===== src/rtl/dmac_pkg.sv =====
// Shared types for the request-paced DMA channel.
// Assumes: register indices and mode codes below are the software-visible contract.
package dmac_pkg;

    typedef enum logic [1:0] {
        SIDE_MEM_INC = 2'd0,
        SIDE_MEM_DEC = 2'd1,
        SIDE_MEM_FIX = 2'd2,
        SIDE_IO      = 2'd3
    } side_mode_e;

    typedef enum logic [1:0] {
        ST_IDLE  = 2'd0,
        ST_READ  = 2'd1,
        ST_WRITE = 2'd2
    } seq_state_e;

    typedef struct packed {
        logic       eot_sel;
        logic       serial_pace;
        logic       edge_sense;
        side_mode_e dst_mode;
        side_mode_e src_mode;
    } dmac_cfg_t;

    localparam logic [2:0] REG_SRC  = 3'd0;
    localparam logic [2:0] REG_DST  = 3'd1;
    localparam logic [2:0] REG_CNT  = 3'd2;
    localparam logic [2:0] REG_MODE = 3'd3;
    localparam logic [2:0] REG_CTRL = 3'd4;

    localparam int CTRL_EN_BIT   = 0;
    localparam int CTRL_HOLD_BIT = 1;
    localparam int CTRL_IE_BIT   = 2;
    localparam int CTRL_DONE_BIT = 3;

endpackage


===== src/rtl/dmac_regs.sv =====
// Register file of the channel: source/destination address, byte count,
// mode word and control/status. Addresses and count advance on the
// sequencer's step pulse; a CPU write to a register wins over that update.
// Assumes: step is a single-cycle pulse at the end of each write cycle.
module dmac_regs
    import dmac_pkg::*;
#(
    parameter int ADDR_W = 20,
    parameter int CNT_W  = 16,
    parameter int REG_W  = 32
) (
    input  logic              clk,
    input  logic              rst_n,
    input  logic              cpu_wr,
    input  logic [2:0]        cpu_addr,
    input  logic [REG_W-1:0]  cpu_wdata,
    output logic [REG_W-1:0]  cpu_rdata,
    input  logic              step,
    output logic [ADDR_W-1:0] src_q,
    output logic [ADDR_W-1:0] dst_q,
    output logic [CNT_W-1:0]  cnt_q,
    output dmac_cfg_t         cfg,
    output logic              enable,
    output logic              done,
    output logic              irq
);

    localparam logic [CNT_W-1:0] CNT_LAST = CNT_W'(1);
    localparam int               NSIDE    = 2;

    logic              irq_en;
    logic              finish;
    logic              ctrl_wr;
    logic [ADDR_W-1:0] side_q    [NSIDE];
    side_mode_e        side_mode [NSIDE];
    logic              unused_wdata;

    assign finish       = step && (cnt_q == CNT_LAST);
    assign ctrl_wr      = cpu_wr && (cpu_addr == REG_CTRL);
    assign side_mode[0] = cfg.src_mode;
    assign side_mode[1] = cfg.dst_mode;
    assign unused_wdata = ^cpu_wdata[REG_W-1:ADDR_W];

    // One address register per side, advanced according to its own mode.
    for (genvar s = 0; s < NSIDE; s++) begin : g_side
        localparam logic [2:0] IDX = (s == 0) ? REG_SRC : REG_DST;
        logic [ADDR_W-1:0] addr_r;

        // Load from software, or step the address after each write cycle.
        always_ff @(posedge clk) begin
            if (!rst_n) begin
                addr_r <= '0;
            end else if (cpu_wr && cpu_addr == IDX) begin
                addr_r <= cpu_wdata[ADDR_W-1:0];
            end else if (step) begin
                case (side_mode[s])
                    SIDE_MEM_INC: addr_r <= addr_r + ADDR_W'(1);
                    SIDE_MEM_DEC: addr_r <= addr_r - ADDR_W'(1);
                    default:      addr_r <= addr_r;
                endcase
            end
        end

        assign side_q[s] = addr_r;
    end

    assign src_q = side_q[0];
    assign dst_q = side_q[1];

    // Byte count: loaded by software, decremented once per completed byte.
    always_ff @(posedge clk) begin
        if (!rst_n) begin
            cnt_q <= '0;
        end else if (cpu_wr && cpu_addr == REG_CNT) begin
            cnt_q <= cpu_wdata[CNT_W-1:0];
        end else if (step) begin
            cnt_q <= cnt_q - CNT_W'(1);
        end
    end

    // Mode word holding side modes, request sensing and strobe select.
    always_ff @(posedge clk) begin
        if (!rst_n) begin
            cfg <= '0;
        end else if (cpu_wr && cpu_addr == REG_MODE) begin
            cfg.src_mode    <= side_mode_e'(cpu_wdata[1:0]);
            cfg.dst_mode    <= side_mode_e'(cpu_wdata[3:2]);
            cfg.edge_sense  <= cpu_wdata[4];
            cfg.serial_pace <= cpu_wdata[5];
            cfg.eot_sel     <= cpu_wdata[6];
        end
    end

    // Enable: written only with the hold bit clear, cleared by completion.
    always_ff @(posedge clk) begin
        if (!rst_n) begin
            enable <= 1'b0;
        end else if (finish) begin
            enable <= 1'b0;
        end else if (ctrl_wr && !cpu_wdata[CTRL_HOLD_BIT]) begin
            enable <= cpu_wdata[CTRL_EN_BIT];
        end
    end

    // Interrupt enable follows every control write.
    always_ff @(posedge clk) begin
        if (!rst_n) begin
            irq_en <= 1'b0;
        end else if (ctrl_wr) begin
            irq_en <= cpu_wdata[CTRL_IE_BIT];
        end
    end

    // Completion flag: set by the final byte, cleared by writing one to it.
    always_ff @(posedge clk) begin
        if (!rst_n) begin
            done <= 1'b0;
        end else if (finish) begin
            done <= 1'b1;
        end else if (ctrl_wr && cpu_wdata[CTRL_DONE_BIT]) begin
            done <= 1'b0;
        end
    end

    assign irq = done & irq_en;

    // Read multiplexer for the register port.
    always_comb begin
        case (cpu_addr)
            REG_SRC:  cpu_rdata = REG_W'(src_q);
            REG_DST:  cpu_rdata = REG_W'(dst_q);
            REG_CNT:  cpu_rdata = REG_W'(cnt_q);
            REG_MODE: cpu_rdata = REG_W'(cfg);
            REG_CTRL: cpu_rdata = REG_W'({done, irq_en, 1'b0, enable});
            default:  cpu_rdata = '0;
        endcase
    end

    // each write cycle lowers the count by exactly one.
    a_r5_count_step : assert property (@(posedge clk) disable iff (!rst_n)
        (step && !(cpu_wr && cpu_addr == REG_CNT)) |=> (cnt_q == $past(cnt_q) - CNT_W'(1)));

    // the last byte disables the channel and flags completion.
    a_r5_finish_stops : assert property (@(posedge clk) disable iff (!rst_n)
        (step && cnt_q == CNT_LAST) |=> (!enable && done));

    // a control write with the hold bit set leaves enable alone.
    a_r2_hold_keeps_enable : assert property (@(posedge clk) disable iff (!rst_n)
        (ctrl_wr && cpu_wdata[CTRL_HOLD_BIT] && !finish) |=> (enable == $past(enable)));

endmodule


===== src/rtl/dmac_req.sv =====
// Request qualification: external pin by edge or level, gated by the
// address condition, or serial-port flags. Remembers an edge seen while busy.
// Assumes: all request inputs are already synchronous to clk.
module dmac_req
    import dmac_pkg::*;
#(
    parameter int              ADDR_W    = 20,
    parameter logic [ADDR_W-1:0] GATE_MASK = 20'hB0000
) (
    input  logic              clk,
    input  logic              rst_n,
    input  logic              enable,
    input  logic              idle,
    input  side_mode_e        src_mode,
    input  side_mode_e        dst_mode,
    input  logic              edge_sense,
    input  logic              serial_pace,
    input  logic [ADDR_W-1:0] src_q,
    input  logic [ADDR_W-1:0] dst_q,
    input  logic              pin_req,
    input  logic              tx_empty,
    input  logic              rx_full,
    output logic              start
);

    logic              pin_prev;
    logic              pend;
    logic              rise;
    logic              addr_ok;
    logic              ser_req;
    logic              ext_req;
    logic              req_ok;
    logic [ADDR_W-1:0] chk_addr;

    assign rise     = pin_req & ~pin_prev;
    assign chk_addr = (src_mode == SIDE_IO) ? src_q : dst_q;
    assign addr_ok  = ((chk_addr & GATE_MASK) == '0);
    assign ser_req  = (dst_mode == SIDE_IO) ? tx_empty : rx_full;
    assign ext_req  = edge_sense ? (rise | pend) : pin_req;
    assign req_ok   = serial_pace ? ser_req : (ext_req & addr_ok);
    assign start    = idle & enable & req_ok;

    // Previous pin level for rising-edge detection.
    always_ff @(posedge clk) begin
        if (!rst_n) pin_prev <= 1'b0;
        else        pin_prev <= pin_req;
    end

    // Pending edge: kept until a transfer consumes it.
    always_ff @(posedge clk) begin
        if (!rst_n) begin
            pend <= 1'b0;
        end else if (!enable || !edge_sense || serial_pace) begin
            pend <= 1'b0;
        end else begin
            pend <= (pend & ~start) | (rise & ~(start & ~pend));
        end
    end

    // a remembered edge only exists in edge-sense pin mode.
    a_r9_pend_edge_mode : assert property (@(posedge clk) disable iff (!rst_n)
        (pend && start) |-> (edge_sense && !serial_pace));

endmodule


===== src/rtl/dmac_seq.sv =====
// Transfer sequencer: idle -> read -> write -> idle per accepted request.
// Drives the bus master port and the end-of-transfer strobe.
// Assumes: bus_rdata is valid in the read cycle (zero wait states).
module dmac_seq
    import dmac_pkg::*;
#(
    parameter int ADDR_W    = 20,
    parameter int IO_ADDR_W = 16,
    parameter int DATA_W    = 8,
    parameter int CNT_W     = 16
) (
    input  logic              clk,
    input  logic              rst_n,
    input  logic              start,
    input  side_mode_e        src_mode,
    input  side_mode_e        dst_mode,
    input  logic              eot_sel,
    input  logic [ADDR_W-1:0] src_q,
    input  logic [ADDR_W-1:0] dst_q,
    input  logic [CNT_W-1:0]  cnt_q,
    input  logic [DATA_W-1:0] bus_rdata,
    output logic              idle,
    output logic              step,
    output logic              bus_req,
    output logic              bus_wr,
    output logic              bus_io,
    output logic [ADDR_W-1:0] bus_addr,
    output logic [DATA_W-1:0] bus_wdata,
    output logic              eot
);

    seq_state_e        st;
    logic [DATA_W-1:0] data_q;

    function automatic logic [ADDR_W-1:0] eff_addr(input logic [ADDR_W-1:0] a,
                                                  input side_mode_e m);
        return (m == SIDE_IO) ? ADDR_W'(a[IO_ADDR_W-1:0]) : a;
    endfunction

    // State register of the read/write pair.
    always_ff @(posedge clk) begin
        if (!rst_n) begin
            st <= ST_IDLE;
        end else begin
            case (st)
                ST_IDLE:  st <= start ? ST_READ : ST_IDLE;
                ST_READ:  st <= ST_WRITE;
                default:  st <= ST_IDLE;
            endcase
        end
    end

    // Byte holding register, captured at the end of the read cycle.
    always_ff @(posedge clk) begin
        if (!rst_n)             data_q <= '0;
        else if (st == ST_READ) data_q <= bus_rdata;
    end

    assign idle = (st == ST_IDLE);
    assign step = (st == ST_WRITE);

    // Bus master outputs for the current cycle.
    always_comb begin
        bus_req   = (st != ST_IDLE);
        bus_wr    = (st == ST_WRITE);
        bus_io    = 1'b0;
        bus_addr  = '0;
        bus_wdata = '0;
        if (st == ST_READ) begin
            bus_io   = (src_mode == SIDE_IO);
            bus_addr = eff_addr(src_q, src_mode);
        end else if (st == ST_WRITE) begin
            bus_io    = (dst_mode == SIDE_IO);
            bus_addr  = eff_addr(dst_q, dst_mode);
            bus_wdata = data_q;
        end
    end

    assign eot = eot_sel & step & (cnt_q == CNT_W'(1));

    // a read cycle is always followed by a write cycle.
    a_r3_read_then_write : assert property (@(posedge clk) disable iff (!rst_n)
        (bus_req && !bus_wr) |=> (bus_req && bus_wr));

    // the write carries the byte returned in the preceding read.
    a_r3_write_data : assert property (@(posedge clk) disable iff (!rst_n)
        (bus_req && bus_wr) |-> (bus_wdata == $past(bus_rdata)));

    // the strobe only appears during a write cycle.
    a_r6_eot_in_write : assert property (@(posedge clk) disable iff (!rst_n)
        eot |-> (bus_req && bus_wr));

    // I/O cycles never drive the upper address bits.
    a_r4_io_upper_zero : assert property (@(posedge clk) disable iff (!rst_n)
        (bus_req && bus_io) |-> (bus_addr[ADDR_W-1:IO_ADDR_W] == '0));

endmodule


===== src/rtl/dma_req_channel.sv =====
// Top of the request-paced DMA channel: register file, request qualifier
// and transfer sequencer. One byte moves per accepted request.
// Assumes: single bus master, zero-wait synchronous bus.
module dma_req_channel
    import dmac_pkg::*;
#(
    parameter int                ADDR_W    = 20,
    parameter int                IO_ADDR_W = 16,
    parameter int                DATA_W    = 8,
    parameter int                CNT_W     = 16,
    parameter int                REG_W     = 32,
    parameter logic [ADDR_W-1:0] GATE_MASK = 20'hB0000
) (
    input  logic              clk,
    input  logic              rst_n,
    input  logic              cpu_wr,
    input  logic [2:0]        cpu_addr,
    input  logic [REG_W-1:0]  cpu_wdata,
    output logic [REG_W-1:0]  cpu_rdata,
    input  logic              xfer_req_in,
    input  logic              ser_tx_empty,
    input  logic              ser_rx_full,
    output logic              bus_req,
    output logic              bus_wr,
    output logic              bus_io,
    output logic [ADDR_W-1:0] bus_addr,
    output logic [DATA_W-1:0] bus_wdata,
    input  logic [DATA_W-1:0] bus_rdata,
    output logic              eot_out,
    output logic              irq_out
);

    logic [ADDR_W-1:0] src_q;
    logic [ADDR_W-1:0] dst_q;
    logic [CNT_W-1:0]  cnt_q;
    dmac_cfg_t         cfg;
    logic              enable;
    logic              done;
    logic              idle;
    logic              step;
    logic              start;

    dmac_regs #(
        .ADDR_W (ADDR_W),
        .CNT_W  (CNT_W),
        .REG_W  (REG_W)
    ) u_regs (
        .clk       (clk),
        .rst_n     (rst_n),
        .cpu_wr    (cpu_wr),
        .cpu_addr  (cpu_addr),
        .cpu_wdata (cpu_wdata),
        .cpu_rdata (cpu_rdata),
        .step      (step),
        .src_q     (src_q),
        .dst_q     (dst_q),
        .cnt_q     (cnt_q),
        .cfg       (cfg),
        .enable    (enable),
        .done      (done),
        .irq       (irq_out)
    );

    dmac_req #(
        .ADDR_W    (ADDR_W),
        .GATE_MASK (GATE_MASK)
    ) u_req (
        .clk         (clk),
        .rst_n       (rst_n),
        .enable      (enable),
        .idle        (idle),
        .src_mode    (cfg.src_mode),
        .dst_mode    (cfg.dst_mode),
        .edge_sense  (cfg.edge_sense),
        .serial_pace (cfg.serial_pace),
        .src_q       (src_q),
        .dst_q       (dst_q),
        .pin_req     (xfer_req_in),
        .tx_empty    (ser_tx_empty),
        .rx_full     (ser_rx_full),
        .start       (start)
    );

    dmac_seq #(
        .ADDR_W    (ADDR_W),
        .IO_ADDR_W (IO_ADDR_W),
        .DATA_W    (DATA_W),
        .CNT_W     (CNT_W)
    ) u_seq (
        .clk       (clk),
        .rst_n     (rst_n),
        .start     (start),
        .src_mode  (cfg.src_mode),
        .dst_mode  (cfg.dst_mode),
        .eot_sel   (cfg.eot_sel),
        .src_q     (src_q),
        .dst_q     (dst_q),
        .cnt_q     (cnt_q),
        .bus_rdata (bus_rdata),
        .idle      (idle),
        .step      (step),
        .bus_req   (bus_req),
        .bus_wr    (bus_wr),
        .bus_io    (bus_io),
        .bus_addr  (bus_addr),
        .bus_wdata (bus_wdata),
        .eot       (eot_out)
    );

    // the interrupt never shows without the completion flag.
    a_r7_irq_needs_done : assert property (@(posedge clk) disable iff (!rst_n)
        irq_out |-> done);

endmodule


===== config.mk =====
export PLATFORM = sky130hd
export DESIGN_NAME = dma_req_channel
export DESIGN_NICKNAME = d
export VERILOG_FILES = /design/src/rtl/dmac_pkg.sv /design/src/rtl/dmac_regs.sv /design/src/rtl/dmac_req.sv /design/src/rtl/dmac_seq.sv /design/src/rtl/dma_req_channel.sv
export SDC_FILE = /design/constraint.sdc
export NUM_CORES = 1
export LEC_CHECK = 0
export ABC_AREA = 1
export BUFFER_PORTS_ARGS = -buffer_cell sky130_fd_sc_hd__buf_2
export CAP_MARGIN = 20
export CORE_UTILIZATION = 57
export CTS_CLUSTER_DIAMETER = 60
export CTS_CLUSTER_SIZE = 24
export DETAILED_ROUTE_END_ITERATION = 12
export PLACE_DENSITY = 0.91
export SYNTH_ARGS = -nofsm -noshare
export SYNTH_HDL_FRONTEND = slang
export SYNTH_HIERARCHICAL = 1
export SYNTH_SLANG_ARGS = --single-unit

===== constraint.sdc =====
create_clock -name clk -period 4.4 [get_ports clk]
set_input_delay 0 -clock clk [delete_from_list [all_inputs] [get_ports clk]]
set_output_delay 0 -clock clk [all_outputs]
set_load 0.03 [all_outputs]

==> results.json <==
{
  "status": "finished clean",
  "fin_nets": 1358,
  "overflow": 0,
  "cap_violations": 0,
  "synth_edf_count": 0,
  "grt_pass1_vias": 7699,
  "areaGrowthSynthToFinish_pct": 12.6,
  "worst_hold_path.endpoint": "u_regs/cnt_q[13]$_SDFFE_PN0P_",
  "route.detailed.drc": 0,
  "fin_area_mm2": 0.00811,
  "switchingPower_uw": 556,
  "fp.coreArea_mm2": 0.0122,
  "ir_drop_mv": 0.212,
  "rows": 40,
  "finalSetupViolCount": 0,
  "critPathRequiredTime_ps": 4670,
  "critPathMaxFanout": 37,
  "yosysWarnings": 6,
  "place_ws_ps": 1870,
  "met3_usage_pct": 9.05,
  "mostFrequentLayoutCell": "nand2_1",
  "worstMarginPinSlew_ps": 771,
  "clockBufferDepth": 2,
  "gr-usage-met2_pct": 58.5,
  "dp.cells": 1437,
  "synth_seq_cells": 78,
  "yosysUniqueCellTypes": 50,
  "port-buffer-count": 89,
  "min_from": "cpu_wdata[13]",
  "drtIter0Drc": 1566,
  "period_needed_ps": 2650,
  "power.internal_mw": 1.25,
  "cts_buffers": 9,
  "tns_ps": 0,
  "holdWs_ps": 48.4,
  "gp_congestion": 1.07,
  "powerDensity_mw_per_mm2": 223,
  "yosysSeqAreaShare_pct": 21.7,
  "busiest_layer": "met2",
  "use_met1_pct": 54.1,
  "first_pass_iters": 6,
  "final_antenna_net_count": 0,
  "start_kind": "register",
  "antenna_found_initial": 0,
  "clk_latency_ps": 350,
  "final_cell_mix": "nand2_1, inv_1, nand3_1",
  "p_clk_share_pct": 41.8,
  "grt_usage_pct": 40.2,
  "cts_root_buf": "clkbuf_16",
  "ff2ff_path_depth": 14,
  "worstSetupEndpointType": "register",
  "die_w_um": 114,
  "grt_setup_unrepaired": "no",
  "swShare_pct": 30.7,
  "slew_headroom_pct": 48.4,
  "hold_class": "in -> reg",
  "io_pins": 114,
  "fin_ws_ps": 1750,
  "dpl-instance-area_mm2": 0.00756,
  "antenna_cells": 0,
  "synth_area_mm2": 0.00720,
  "die_area_mm2": 0.0131,
  "rrSetupSlack_ps": 1750,
  "dp_hpwl_um": 18500,
  "critPathKind": "reg -> reg",
  "max_freq_ghz": 0.378,
  "dr_total_vias": 8853,
  "dieHeight_um": 114,
  "synth_flop_cell": "dfxtp_1",
  "combPwrFrac_pct": 17.0,
  "clk_pin_slew_worst_paths_ps": 60,
  "p_seq_share_pct": 41.1,
  "fin_cells": 1478,
  "reg2reg_to": "u_regs/dst_q[14]$_SDFFE_PN0P_",
  "r2r_start": "u_regs/cfg[3]$_SDFFE_PN0P_",
  "worstHoldPathCells": 3,
  "synthArstFlopShare_pct": 0,
  "start_util_pct": 59.2,
  "fill_cells": 1116,
  "hold_viol": 0,
  "period_share_pct": 60.2,
  "p_leak_nw": 3.86,
  "routed_via_density": 5.99,
  "grt_max_degree": 53,
  "skew_ps": 6.22,
  "syn_inst": 1216,
  "critPathArrivalTime_ps": 2920,
  "drive_above_1_share_pct": 15.6,
  "finalMaxSlewViolations": 0,
  "drt-total-wl_um": 25700,
  "syn_area_per_cell_um2": 5.92,
  "wl_per_cell_um": 17.4,
  "grt_pass1_wl_um": 40300,
  "clock_sinks": 78,
  "cts_max_level": 3,
  "cts_tree": "built"
}
-- through the flow --
step	power [mW]	util (%)
after detailed placement	1.03	62.2
after floorplan	0.967	-
final	1.81	66.6
after CTS	1.79	66.6
after global placement	1.03	62.2
after global routing	1.87	66.6
-- power by group through the flow --
stage / clock network, mW / registers, mW / logic (mW)
6_report: 0.758 / 0.745 / 0.308
5_1_grt: 0.792 / 0.746 / 0.330
4_1_cts: 0.755 / 0.743 / 0.294
3_5_place_dp: 0 / 0.759 / 0.274
3_3_place_gp: 0 / 0.758 / 0.271
2_1_floorplan: 0 / 0.750 / 0.217
-- per-layer routing --
layer,vias up,wire (µm)
li1,4128,-
met1,3882,9890
met2,707,10900
met3,136,3340
met4,0,1600
met5,-,0
-- timing repair --
action / 4_1_cts / 5_1_grt
setup buffers: 0 / 0
resized for setup: 0 / 0
hold buffers: 25 / 0
endpoints found under the hold margin: 30 / 0
-- kinds of logic after synthesis --
family                   Yosys count  synth area share, %
other                              1               0.0521
adder cells (fa/ha/maj)            4                0.696
flip-flops                        78                 21.7
buffers and inverters            256                 15.8
AND/OR/NAND/NOR                  644                 40.0
XOR/XNOR                          17                 2.07
AO/OA/AOI/OAI                    216                 19.7
-- cell type report --
cell class                 instances  area, µm²  area share (%)
clock buffer                      10        229            2.82
clock inverter                     6       62.6           0.772
inverter                         204        773            9.54
multi-input combinational        893       4540            56.0
sequential                        78       1560            19.3
tap                              168        210            2.59
timing repair buffer             119        733            9.05
-- synth_stat cells (22+ instances only) --
master   count  area, µm²
a41oi_1     27        236
nand3_1     99        495
a31oi_1     28        175
inv_1      184        691
nor2_1      81        304
nand2_1    374       1400
o21ai_0     29        145
nand2_2     31        194
dfxtp_1     78       1560
buf_4       22        165
o22ai_1     36        225
a21oi_1     57        285
-- worst max-delay path, cell delays in order, from the launching register on --
cell and delay, ps:
dfxtp_1 410, inv_2 400, nand2_4 330, nand2_1 140, nand2_1 70, inv_1 60, ha_1 130, inv_1 40
nand2_1 140, inv_1 90, o21bai_2 240, nand2_1 110, nand3_1 80, nand3_1 130, a21oi_1 180
-- worst max-delay path by stage --
| stage | startpoint | to | cells past startpoint |
|---|---|---|---|
| final | u_regs/cfg[3]$_SDFFE_PN0P_ | u_regs/dst_q[14]$_SDFFE_PN0P_ | 14 |
| after global routing | u_regs/cfg[3]$_SDFFE_PN0P_ | u_regs/dst_q[12]$_SDFFE_PN0P_ | 15 |
| after CTS | u_regs/cfg[3]$_SDFFE_PN0P_ | u_regs/dst_q[14]$_SDFFE_PN0P_ | 15 |
| after detailed placement | u_regs/cfg[3]$_SDFFE_PN0P_ | u_regs/dst_q[8]$_SDFFE_PN0P_ | 13 |
| after global placement | u_regs/cfg[3]$_SDFFE_PN0P_ | u_regs/dst_q[14]$_SDFFE_PN0P_ | 15 |
| after floorplan | u_seq/st[1]$_SDFF_PN0_ | u_regs/src_q[2]$_SDFFE_PN0P_ | 12 |
-- flip-flops by register name, summed over array words and instances (netlist names) --
register	cells
u_regs/cfg	7
u_regs/cnt_q	16
u_regs/done	1
u_regs/dst_q	20
u_regs/enable	1
u_regs/irq_en	1
u_regs/src_q	20
u_req/pend	1
u_req/pin_prev	1
u_seq/data_q	8
u_seq/st	2
Note: power is estimated with default switching activity, not from simulation.
